<file path="config.mk">
export PLATFORM = sky130hd
export DESIGN_NAME = dirent_line
export DESIGN_NICKNAME = d
export VERILOG_FILES = /design/src/rtl/dirent_pkg.sv /design/src/rtl/dirent_slot.sv /design/src/rtl/dirent_seq.sv /design/src/rtl/dirent_ctl.sv /design/src/rtl/dirent_line.sv
export SDC_FILE = /design/constraint.sdc
export NUM_CORES = 1
export LEC_CHECK = 0
export ABC_AREA = 1
export BUFFER_PORTS_ARGS = -buffer_cell sky130_fd_sc_hd__buf_4
export CORE_ASPECT_RATIO = 1.5
export CORE_MARGIN = 5
export CORE_UTILIZATION = 55
export DETAILED_ROUTE_END_ITERATION = 8
export PLACE_DENSITY = 0.77
export SYNTH_ARGS = -nofsm -noshare
export SYNTH_HDL_FRONTEND = slang
export SYNTH_SLANG_ARGS = --single-unit
</file>
<file path="constraint.sdc">
create_clock -name clk -period 6.6 [get_ports clk]
set_clock_uncertainty 0.1 [all_clocks]
set_input_delay 0.33 -clock clk [delete_from_list [all_inputs] [get_ports clk]]
set_output_delay 0.33 -clock clk [all_outputs]
set_load 0.005 [all_outputs]
</file>
<file path="src/rtl/dirent_pkg.sv">
package dirent_pkg;

  // Request kinds as seen on req_kind
  typedef enum logic [1:0] {
    RQ_GETS = 2'd0,
    RQ_GETX = 2'd1,
    RQ_PUTX = 2'd2
  } rq_kind_e;

  // Outgoing message kinds as seen on rsp_kind
  typedef enum logic [2:0] {
    MS_DATA      = 3'd0,
    MS_DATA_EXCL = 3'd1,
    MS_INV       = 3'd2,
    MS_FWD_GETX  = 3'd3,
    MS_WB_ACK    = 3'd4,
    MS_FWD_GETS  = 3'd5
  } ms_kind_e;

  // Stable directory states of the line
  typedef enum logic [1:0] {
    LN_IDLE   = 2'd0,
    LN_SHARED = 2'd1,
    LN_OWNED  = 2'd2
  } ln_state_e;

endpackage

</file>
<file path="src/rtl/dirent_slot.sv">
// One-entry retry slot: a request that arrives while the line is busy is
// parked here; a parked request is served before any new one.
module dirent_slot #(
  parameter int IDW = 2,
  parameter int DW  = 32
) (
  input  logic           clk,
  input  logic           rst_n,
  input  logic           in_valid,
  output logic           in_ready,
  input  logic [1:0]     in_kind,
  input  logic [IDW-1:0] in_src,
  input  logic [DW-1:0]  in_data,
  input  logic           free,
  output logic           go,
  output logic [1:0]     go_kind,
  output logic [IDW-1:0] go_src,
  output logic [DW-1:0]  go_data
);

  logic           held_q;
  logic [1:0]     kind_q;
  logic [IDW-1:0] src_q;
  logic [DW-1:0]  data_q;

  assign in_ready = !held_q;
  assign go       = free && (held_q || in_valid);
  assign go_kind  = held_q ? kind_q : in_kind;
  assign go_src   = held_q ? src_q  : in_src;
  assign go_data  = held_q ? data_q : in_data;

  always_ff @(posedge clk or negedge rst_n) begin
    if (!rst_n) begin
      held_q <= 1'b0;
      kind_q <= '0;
      src_q  <= '0;
      data_q <= '0;
    end else if (free && held_q) begin
      held_q <= 1'b0;
    end else if (!free && !held_q && in_valid) begin
      held_q <= 1'b1;
      kind_q <= in_kind;
      src_q  <= in_src;
      data_q <= in_data;
    end
  end

endmodule

</file>
<file path="src/rtl/dirent_seq.sv">
// Message sequencer: emits the leading message of a job, then one
// invalidation per set bit of the mask, lowest index first.
module dirent_seq
  import dirent_pkg::*;
#(
  parameter int NCORE = 4,
  parameter int IDW   = 2,
  parameter int CW    = 3,
  parameter int DW    = 32
) (
  input  logic             clk,
  input  logic             rst_n,
  input  logic             load,
  input  ms_kind_e         ld_kind,
  input  logic [IDW-1:0]   ld_dst,
  input  logic [IDW-1:0]   ld_peer,
  input  logic [CW-1:0]    ld_acks,
  input  logic [DW-1:0]    ld_data,
  input  logic [NCORE-1:0] ld_mask,
  output logic             idle,
  output logic             out_valid,
  input  logic             out_ready,
  output ms_kind_e         out_kind,
  output logic [IDW-1:0]   out_dst,
  output logic [IDW-1:0]   out_peer,
  output logic [CW-1:0]    out_acks,
  output logic [DW-1:0]    out_data
);

  logic             lead_q;
  ms_kind_e         kind_q;
  logic [IDW-1:0]   dst_q;
  logic [IDW-1:0]   peer_q;
  logic [CW-1:0]    acks_q;
  logic [DW-1:0]    data_q;
  logic [NCORE-1:0] mask_q;
  logic [IDW-1:0]   low_idx;
  logic             fire;

  always_comb begin
    low_idx = '0;
    for (int i = NCORE - 1; i >= 0; i--) begin
      if (mask_q[i]) low_idx = IDW'(i);
    end
  end

  assign out_valid = lead_q || (|mask_q);
  assign idle      = !out_valid;
  assign out_kind  = lead_q ? kind_q : MS_INV;
  assign out_dst   = lead_q ? dst_q  : low_idx;
  assign out_peer  = peer_q;
  assign out_acks  = lead_q ? acks_q : '0;
  assign out_data  = lead_q ? data_q : '0;
  assign fire      = out_valid && out_ready;

  always_ff @(posedge clk or negedge rst_n) begin
    if (!rst_n) begin
      lead_q <= 1'b0;
      kind_q <= MS_WB_ACK;
      dst_q  <= '0;
      peer_q <= '0;
      acks_q <= '0;
      data_q <= '0;
      mask_q <= '0;
    end else if (load) begin
      lead_q <= 1'b1;
      kind_q <= ld_kind;
      dst_q  <= ld_dst;
      peer_q <= ld_peer;
      acks_q <= ld_acks;
      data_q <= ld_data;
      mask_q <= ld_mask;
    end else if (fire) begin
      if (lead_q) lead_q <= 1'b0;
      else        mask_q[low_idx] <= 1'b0;
    end
  end

endmodule

</file>
<file path="src/rtl/dirent_ctl.sv">
// Directory state for the line: stable state, sharers, owner, data word,
// and the pending-transfer record that blocks the line until unblock.
module dirent_ctl
  import dirent_pkg::*;
#(
  parameter int NCORE = 4,
  parameter int IDW   = 2,
  parameter int CW    = 3,
  parameter int DW    = 32
) (
  input  logic             clk,
  input  logic             rst_n,
  input  logic             go,
  input  rq_kind_e         kind,
  input  logic [IDW-1:0]   src,
  input  logic [DW-1:0]    data,
  input  logic             unb_valid,
  input  logic [IDW-1:0]   unb_src,
  output logic             blocked,
  output logic             load,
  output ms_kind_e         ld_kind,
  output logic [IDW-1:0]   ld_dst,
  output logic [IDW-1:0]   ld_peer,
  output logic [CW-1:0]    ld_acks,
  output logic [DW-1:0]    ld_data,
  output logic [NCORE-1:0] ld_mask
);

  ln_state_e        st_q, st_d;
  logic [IDW-1:0]   owner_q;
  logic [NCORE-1:0] sharers_q, sh_d;
  logic [DW-1:0]    word_q, word_d;
  logic             blk_q;
  logic [IDW-1:0]   blk_src_q;
  logic             blk_sh_q;
  logic [IDW-1:0]   blk_prev_q;

  logic [NCORE-1:0] src_bit;
  logic [NCORE-1:0] others;
  logic [CW-1:0]    oth_cnt;
  logic             do_excl, do_blk, to_sh, unb_ok;

  assign src_bit = NCORE'(1) << src;
  assign others  = sharers_q & ~src_bit;
  assign unb_ok  = blk_q && unb_valid && (unb_src == blk_src_q);
  assign blocked = blk_q;
  assign load    = go;
  assign ld_peer = src;

  always_comb begin
    oth_cnt = '0;
    for (int i = 0; i < NCORE; i++) begin
      if (others[i]) oth_cnt = oth_cnt + CW'(1);
    end
  end

  always_comb begin
    ld_kind = MS_WB_ACK;
    ld_dst  = src;
    ld_acks = '0;
    ld_data = '0;
    ld_mask = '0;
    do_excl = 1'b0;
    do_blk  = 1'b0;
    to_sh   = 1'b0;
    st_d    = st_q;
    sh_d    = sharers_q;
    word_d  = word_q;
    case (kind)
      RQ_GETS: begin
        case (st_q)
          LN_SHARED: begin
            ld_kind = MS_DATA;
            ld_data = word_q;
            sh_d    = sharers_q | src_bit;
          end
          LN_OWNED: begin
            if (owner_q != src) begin
              ld_kind = MS_FWD_GETS;
              ld_dst  = owner_q;
              do_blk  = 1'b1;
              to_sh   = 1'b1;
            end else begin
              do_excl = 1'b1;
            end
          end
          default: do_excl = 1'b1;
        endcase
      end
      RQ_GETX: begin
        if (st_q == LN_SHARED) begin
          ld_kind = MS_DATA_EXCL;
          ld_data = word_q;
          ld_acks = oth_cnt;
          ld_mask = others;
          do_blk  = 1'b1;
        end else if (st_q == LN_OWNED && owner_q != src) begin
          ld_kind = MS_FWD_GETX;
          ld_dst  = owner_q;
          do_blk  = 1'b1;
        end else begin
          do_excl = 1'b1;
        end
      end
      RQ_PUTX: begin
        if (st_q == LN_OWNED && owner_q == src) begin
          word_d = data;
          st_d   = LN_IDLE;
        end
      end
      default: ;
    endcase
    if (do_excl) begin
      ld_kind = MS_DATA_EXCL;
      ld_data = word_q;
      do_blk  = 1'b1;
    end
  end

  always_ff @(posedge clk or negedge rst_n) begin
    if (!rst_n) begin
      st_q       <= LN_IDLE;
      owner_q    <= '0;
      sharers_q  <= '0;
      word_q     <= '0;
      blk_q      <= 1'b0;
      blk_src_q  <= '0;
      blk_sh_q   <= 1'b0;
      blk_prev_q <= '0;
    end else if (unb_ok) begin
      blk_q <= 1'b0;
      if (blk_sh_q) begin
        st_q      <= LN_SHARED;
        sharers_q <= (NCORE'(1) << blk_prev_q) | (NCORE'(1) << blk_src_q);
      end else begin
        st_q      <= LN_OWNED;
        owner_q   <= blk_src_q;
        sharers_q <= '0;
      end
    end else if (go) begin
      st_q      <= st_d;
      sharers_q <= sh_d;
      word_q    <= word_d;
      if (do_blk) begin
        blk_q      <= 1'b1;
        blk_src_q  <= src;
        blk_sh_q   <= to_sh;
        blk_prev_q <= owner_q;
      end
    end
  end

endmodule

</file>
<file path="src/rtl/dirent_line.sv">
module dirent_line
  import dirent_pkg::*;
#(
  parameter int NCORE = 4,
  parameter int DW    = 32,
  localparam int IDW  = $clog2(NCORE),
  localparam int CW   = $clog2(NCORE + 1)
) (
  input  logic           clk,
  input  logic           rst_n,
  input  logic           req_valid,
  output logic           req_ready,
  input  logic [1:0]     req_kind,
  input  logic [IDW-1:0] req_src,
  input  logic [DW-1:0]  req_data,
  output logic           rsp_valid,
  input  logic           rsp_ready,
  output logic [2:0]     rsp_kind,
  output logic [IDW-1:0] rsp_dst,
  output logic [IDW-1:0] rsp_peer,
  output logic [CW-1:0]  rsp_acks,
  output logic [DW-1:0]  rsp_data,
  input  logic           unb_valid,
  input  logic [IDW-1:0] unb_src
);

  logic             free, go, blocked, seq_idle, load;
  logic [1:0]       go_kind;
  logic [IDW-1:0]   go_src;
  logic [DW-1:0]    go_data;
  ms_kind_e         ld_kind, out_kind;
  logic [IDW-1:0]   ld_dst, ld_peer;
  logic [CW-1:0]    ld_acks;
  logic [DW-1:0]    ld_data;
  logic [NCORE-1:0] ld_mask;

  assign free     = !blocked && seq_idle;
  assign rsp_kind = out_kind;

  dirent_slot #(.IDW(IDW), .DW(DW)) u_slot (
    .clk      (clk),
    .rst_n    (rst_n),
    .in_valid (req_valid),
    .in_ready (req_ready),
    .in_kind  (req_kind),
    .in_src   (req_src),
    .in_data  (req_data),
    .free     (free),
    .go       (go),
    .go_kind  (go_kind),
    .go_src   (go_src),
    .go_data  (go_data)
  );

  dirent_ctl #(.NCORE(NCORE), .IDW(IDW), .CW(CW), .DW(DW)) u_ctl (
    .clk       (clk),
    .rst_n     (rst_n),
    .go        (go),
    .kind      (rq_kind_e'(go_kind)),
    .src       (go_src),
    .data      (go_data),
    .unb_valid (unb_valid),
    .unb_src   (unb_src),
    .blocked   (blocked),
    .load      (load),
    .ld_kind   (ld_kind),
    .ld_dst    (ld_dst),
    .ld_peer   (ld_peer),
    .ld_acks   (ld_acks),
    .ld_data   (ld_data),
    .ld_mask   (ld_mask)
  );

  dirent_seq #(.NCORE(NCORE), .IDW(IDW), .CW(CW), .DW(DW)) u_seq (
    .clk       (clk),
    .rst_n     (rst_n),
    .load      (load),
    .ld_kind   (ld_kind),
    .ld_dst    (ld_dst),
    .ld_peer   (ld_peer),
    .ld_acks   (ld_acks),
    .ld_data   (ld_data),
    .ld_mask   (ld_mask),
    .idle      (seq_idle),
    .out_valid (rsp_valid),
    .out_ready (rsp_ready),
    .out_kind  (out_kind),
    .out_dst   (rsp_dst),
    .out_peer  (rsp_peer),
    .out_acks  (rsp_acks),
    .out_data  (rsp_data)
  );

endmodule

</file>
==> results.tsv <==
stage	metric	value	unit
status	status	complete, no violations	
final_layout	regArea	3250	um2
critical_path	cp_cell_sequence	buf_4 -> inv_2 -> nand2_2 -> nor2_2 -> nand3_1 -> inv_2 -> nand2_2 -> inv_2 -> nand3_2 -> nand2_1 -> o22ai_1	
placed_design	post-place-ws	2.84	ns
critical_path	worst_path_max_delay_cell	nand3_2	
route	post-route-drc-count	0	
placed_design	dp.cells	984	
final_layout	fin_cells	1015	
sta	tightest_slew	1.19	ns
yosys	synth.largest_area_cell	dfrtp_1	
route	vias	5285	
yosys	yosysTopAreaCellShare	0.522	
global_routing	antenna_found_initial	0	
critical_path	crit_buf_inv	4	
clocking	clock-sinks	130	
final_layout	area_growth	19.8	%
yosys	ys_types	33	
global_routing	grt_pass1_vias	5186	
clocking	cts-root-buf	clkbuf_16	
yosys	synthTopCellsByCount	nand2_1, dfrtp_1, inv_1	
global_routing	grt_overflow_total	0	
sta	setup_slack	2.80	ns
yosys	synth_edf_count	0	
final_layout	drive_gt1_frac	0.164	
yosys	synth_flop_cell	dfrtp_1	
clocking	cts_buffers	17	
critical_path	crit_family	simple AND/OR/NAND/NOR gates	
route	wl_per_cell	13.8	um
yosys	synthesis.area	6180	um2
die	die_h	140	um
clocking	h-tree-depth	4	
critical_path	critPathCaptureType	flop	
power	power.total	3.27	mW
global_routing	grt_usage	0.223	
sta	hold_ws	0.0271	ns
yosys	seq_area_frac_synth	0.526	
yosys	synth_cells	788	
sta	fin_crit_sh	0.575	
final_layout	final_util	0.670	
sta	tns	0	ns
critical_path	crit_top_cell	inv_2	
route	first_pass_iters	5	
critical_path	path_class	reg -> reg	
yosys	synthesis.nets	835	
yosys	synth-warning-count	0	
sta	timing.final.max_slew_violations	0	
route	drt_iter0_markers	278	
yosys	synth_area_leaders	dfrtp_1, nand2_1, o21ai_0, inv_1, nand3_1	
die	dieArea	13500	um2
clocking	clock_path_buffers	2	
route	wl	14000	um
final_layout	final_nets	904	
power	p_leak	4.17	nW
die	die_w	96.6	um
critical_path	start_kind	flop	
sta	fin_crit	3.80	ns
placed_design	portBuffers	86	
final_layout	multi_input_area	2260	um2
die	initial_core_util	0.559	
critical_path	path_max_fanout	65	
power	peakVddDrop	232	uV
route	via_per_inst	5.21	
critical_path	arrival	3.97	ns
sta	finalHoldViolCount	0	
placed_design	place.gp.congestion	0.871	
sta	slew_headroom	0.204	
clocking	clock_latency	0.41	ns
sta	rsz0062_at_grt	false	
route	ant_nets	0	
power	power-per-cell-area	442	nW/um2
final_layout	fin_area	7410	um2
yosys	postSynth.asyncResetShare	1.00	
sta	finalSetupViolations	0	
clocking	cts_tree	done	
yosys	synth_most_common_cell	nand2_1	
job	maxCapViolCount	0	
die	core_area	11100	um2
yosys	ys_seq_elements	130	
critical_path	cp_slowest_stage_delay	0.92	ns
hold_path	hold_class	in -> reg	
placed_design	hpwl	9320	um
yosys	syn_area_per_cell	7.85	um2
die	row_count	47	
global_routing	grt_max_degree	72	
final_layout	fillers	912	
placed_design	placed_area	6810	um2
clocking	clk_pin_slew	0.05	ns
sta	max_freq	0.263	GHz
critical_path	required	6.78	ns
final_layout	num_antenna_cells	0	
die	io_pins	87	
global_routing	grt_first_pass_wirelength	23900	um
[registers in the layout, summed over array words and instances (netlist names), 2 cells and up]
signal and cells:
u_ctl.blk_prev_q 2, u_seq.mask_q 4, u_slot.data_q 32, u_seq.dst_q 2, u_seq.acks_q 3, u_seq.kind_q 3, u_ctl.blk_src_q 2, u_seq.out_peer 2
u_ctl.sharers_q 4, u_ctl.st_q 2, u_slot.kind_q 2, u_ctl.owner_q 2, u_ctl.word_q 32, u_slot.src_q 2, u_seq.data_q 32
[report_power, final]
group | total (mW) | internal [mW] | switching (mW)
logic | 1.13 | 0.367 | 0.759
registers | 1.24 | 1.08 | 0.161
clock network | 0.907 | 0.592 | 0.315
[layer usage]
metal  routed length (um)  vias to the layer above  share of wire  track usage
met5                    0                        -              0            0
met4                  278                        0          0.020       0.0850
met3                  673                       25          0.048       0.0459
met2                 7440                      147           0.53        0.382
met1                 5660                     2520           0.40        0.272
li1                     -                     2593              -            -
[cells by family after synthesis]
group / share of synthesized area
flops: 0.526
buf+inv: 0.109
compound gates: 0.129
simple gates: 0.226
mux: 0.00182
fa+ha+maj: 0.00809
[worst register-to-register path, cell delays in order, from the launching register on]
cell and delay, ns:
dfrtp_1 0.35, buf_4 0.26, inv_2 0.15, nand2_2 0.08
nor2_2 0.13, nand3_1 0.15, inv_2 0.10, nand2_2 0.52
inv_2 0.42, nand3_2 0.92, nand2_1 0.37, o22ai_1 0.12
[layout make-up]
class | count | share of cell area
inverters | 119 | 0.0607
repair buffers | 89 | 0.0911
well taps | 147 | 0.0248
clock buffers | 26 | 0.0728
flip-flops and latches | 130 | 0.439
clock inverters | 4 | 0.00608
multi-input cells | 500 | 0.305
[layout by cell type (no fill, tap or decap), drive strengths merged]
| cell type | Yosys | final |
|---|---|---|
| a31oi | 1 | 1 |
| dlygate4sd3 | 0 | 1 |
| ha | 4 | 4 |
| nor3 | 2 | 2 |
| buf | 23 | 88 |
| nand4 | 1 | 1 |
| o32ai | 1 | 1 |
| o221ai | 1 | 1 |
| mux2 | 1 | 1 |
| a21oi | 6 | 6 |
| clkinv | 0 | 3 |
| nand2 | 285 | 285 |
| o31ai | 1 | 1 |
| inv | 119 | 119 |
| o22ai | 8 | 8 |
| nand3 | 44 | 44 |
| bufinv | 0 | 1 |
| clkbuf | 16 | 26 |
| nor2 | 12 | 12 |
| o211ai | 2 | 2 |
| o21ai | 131 | 131 |
| dfstp | 1 | 1 |
| dfrtp | 129 | 129 |
[final timing paths]
check / start / to / slack, ns / cells past startpoint
setup / recovery: u_seq.lead_q / u_ctl.st_q[0] / 2.80 / 11
hold / removal: rsp_ready / u_seq.lead_q / 0.03 / 2
setup reg to reg: u_seq.lead_q / u_ctl.st_q[0] / 2.80 / 11
hold reg to reg: u_slot.data_q[20] / u_slot.data_q[20] / 0.38 / 2
max in group asynchronous: rst_n / u_ctl.word_q[6] / 4.77 / 3
min in group asynchronous: rst_n / u_ctl.blk_src_q[1] / 0.37 / 2
[timing repair]
action / CTS / global route
resized for setup: 0 / 0
buffers inserted: 0 / 0
hold endpoints to repair: 59 / 0
hold buffers: 1 / 0
(Power assumes the default switching activity.)
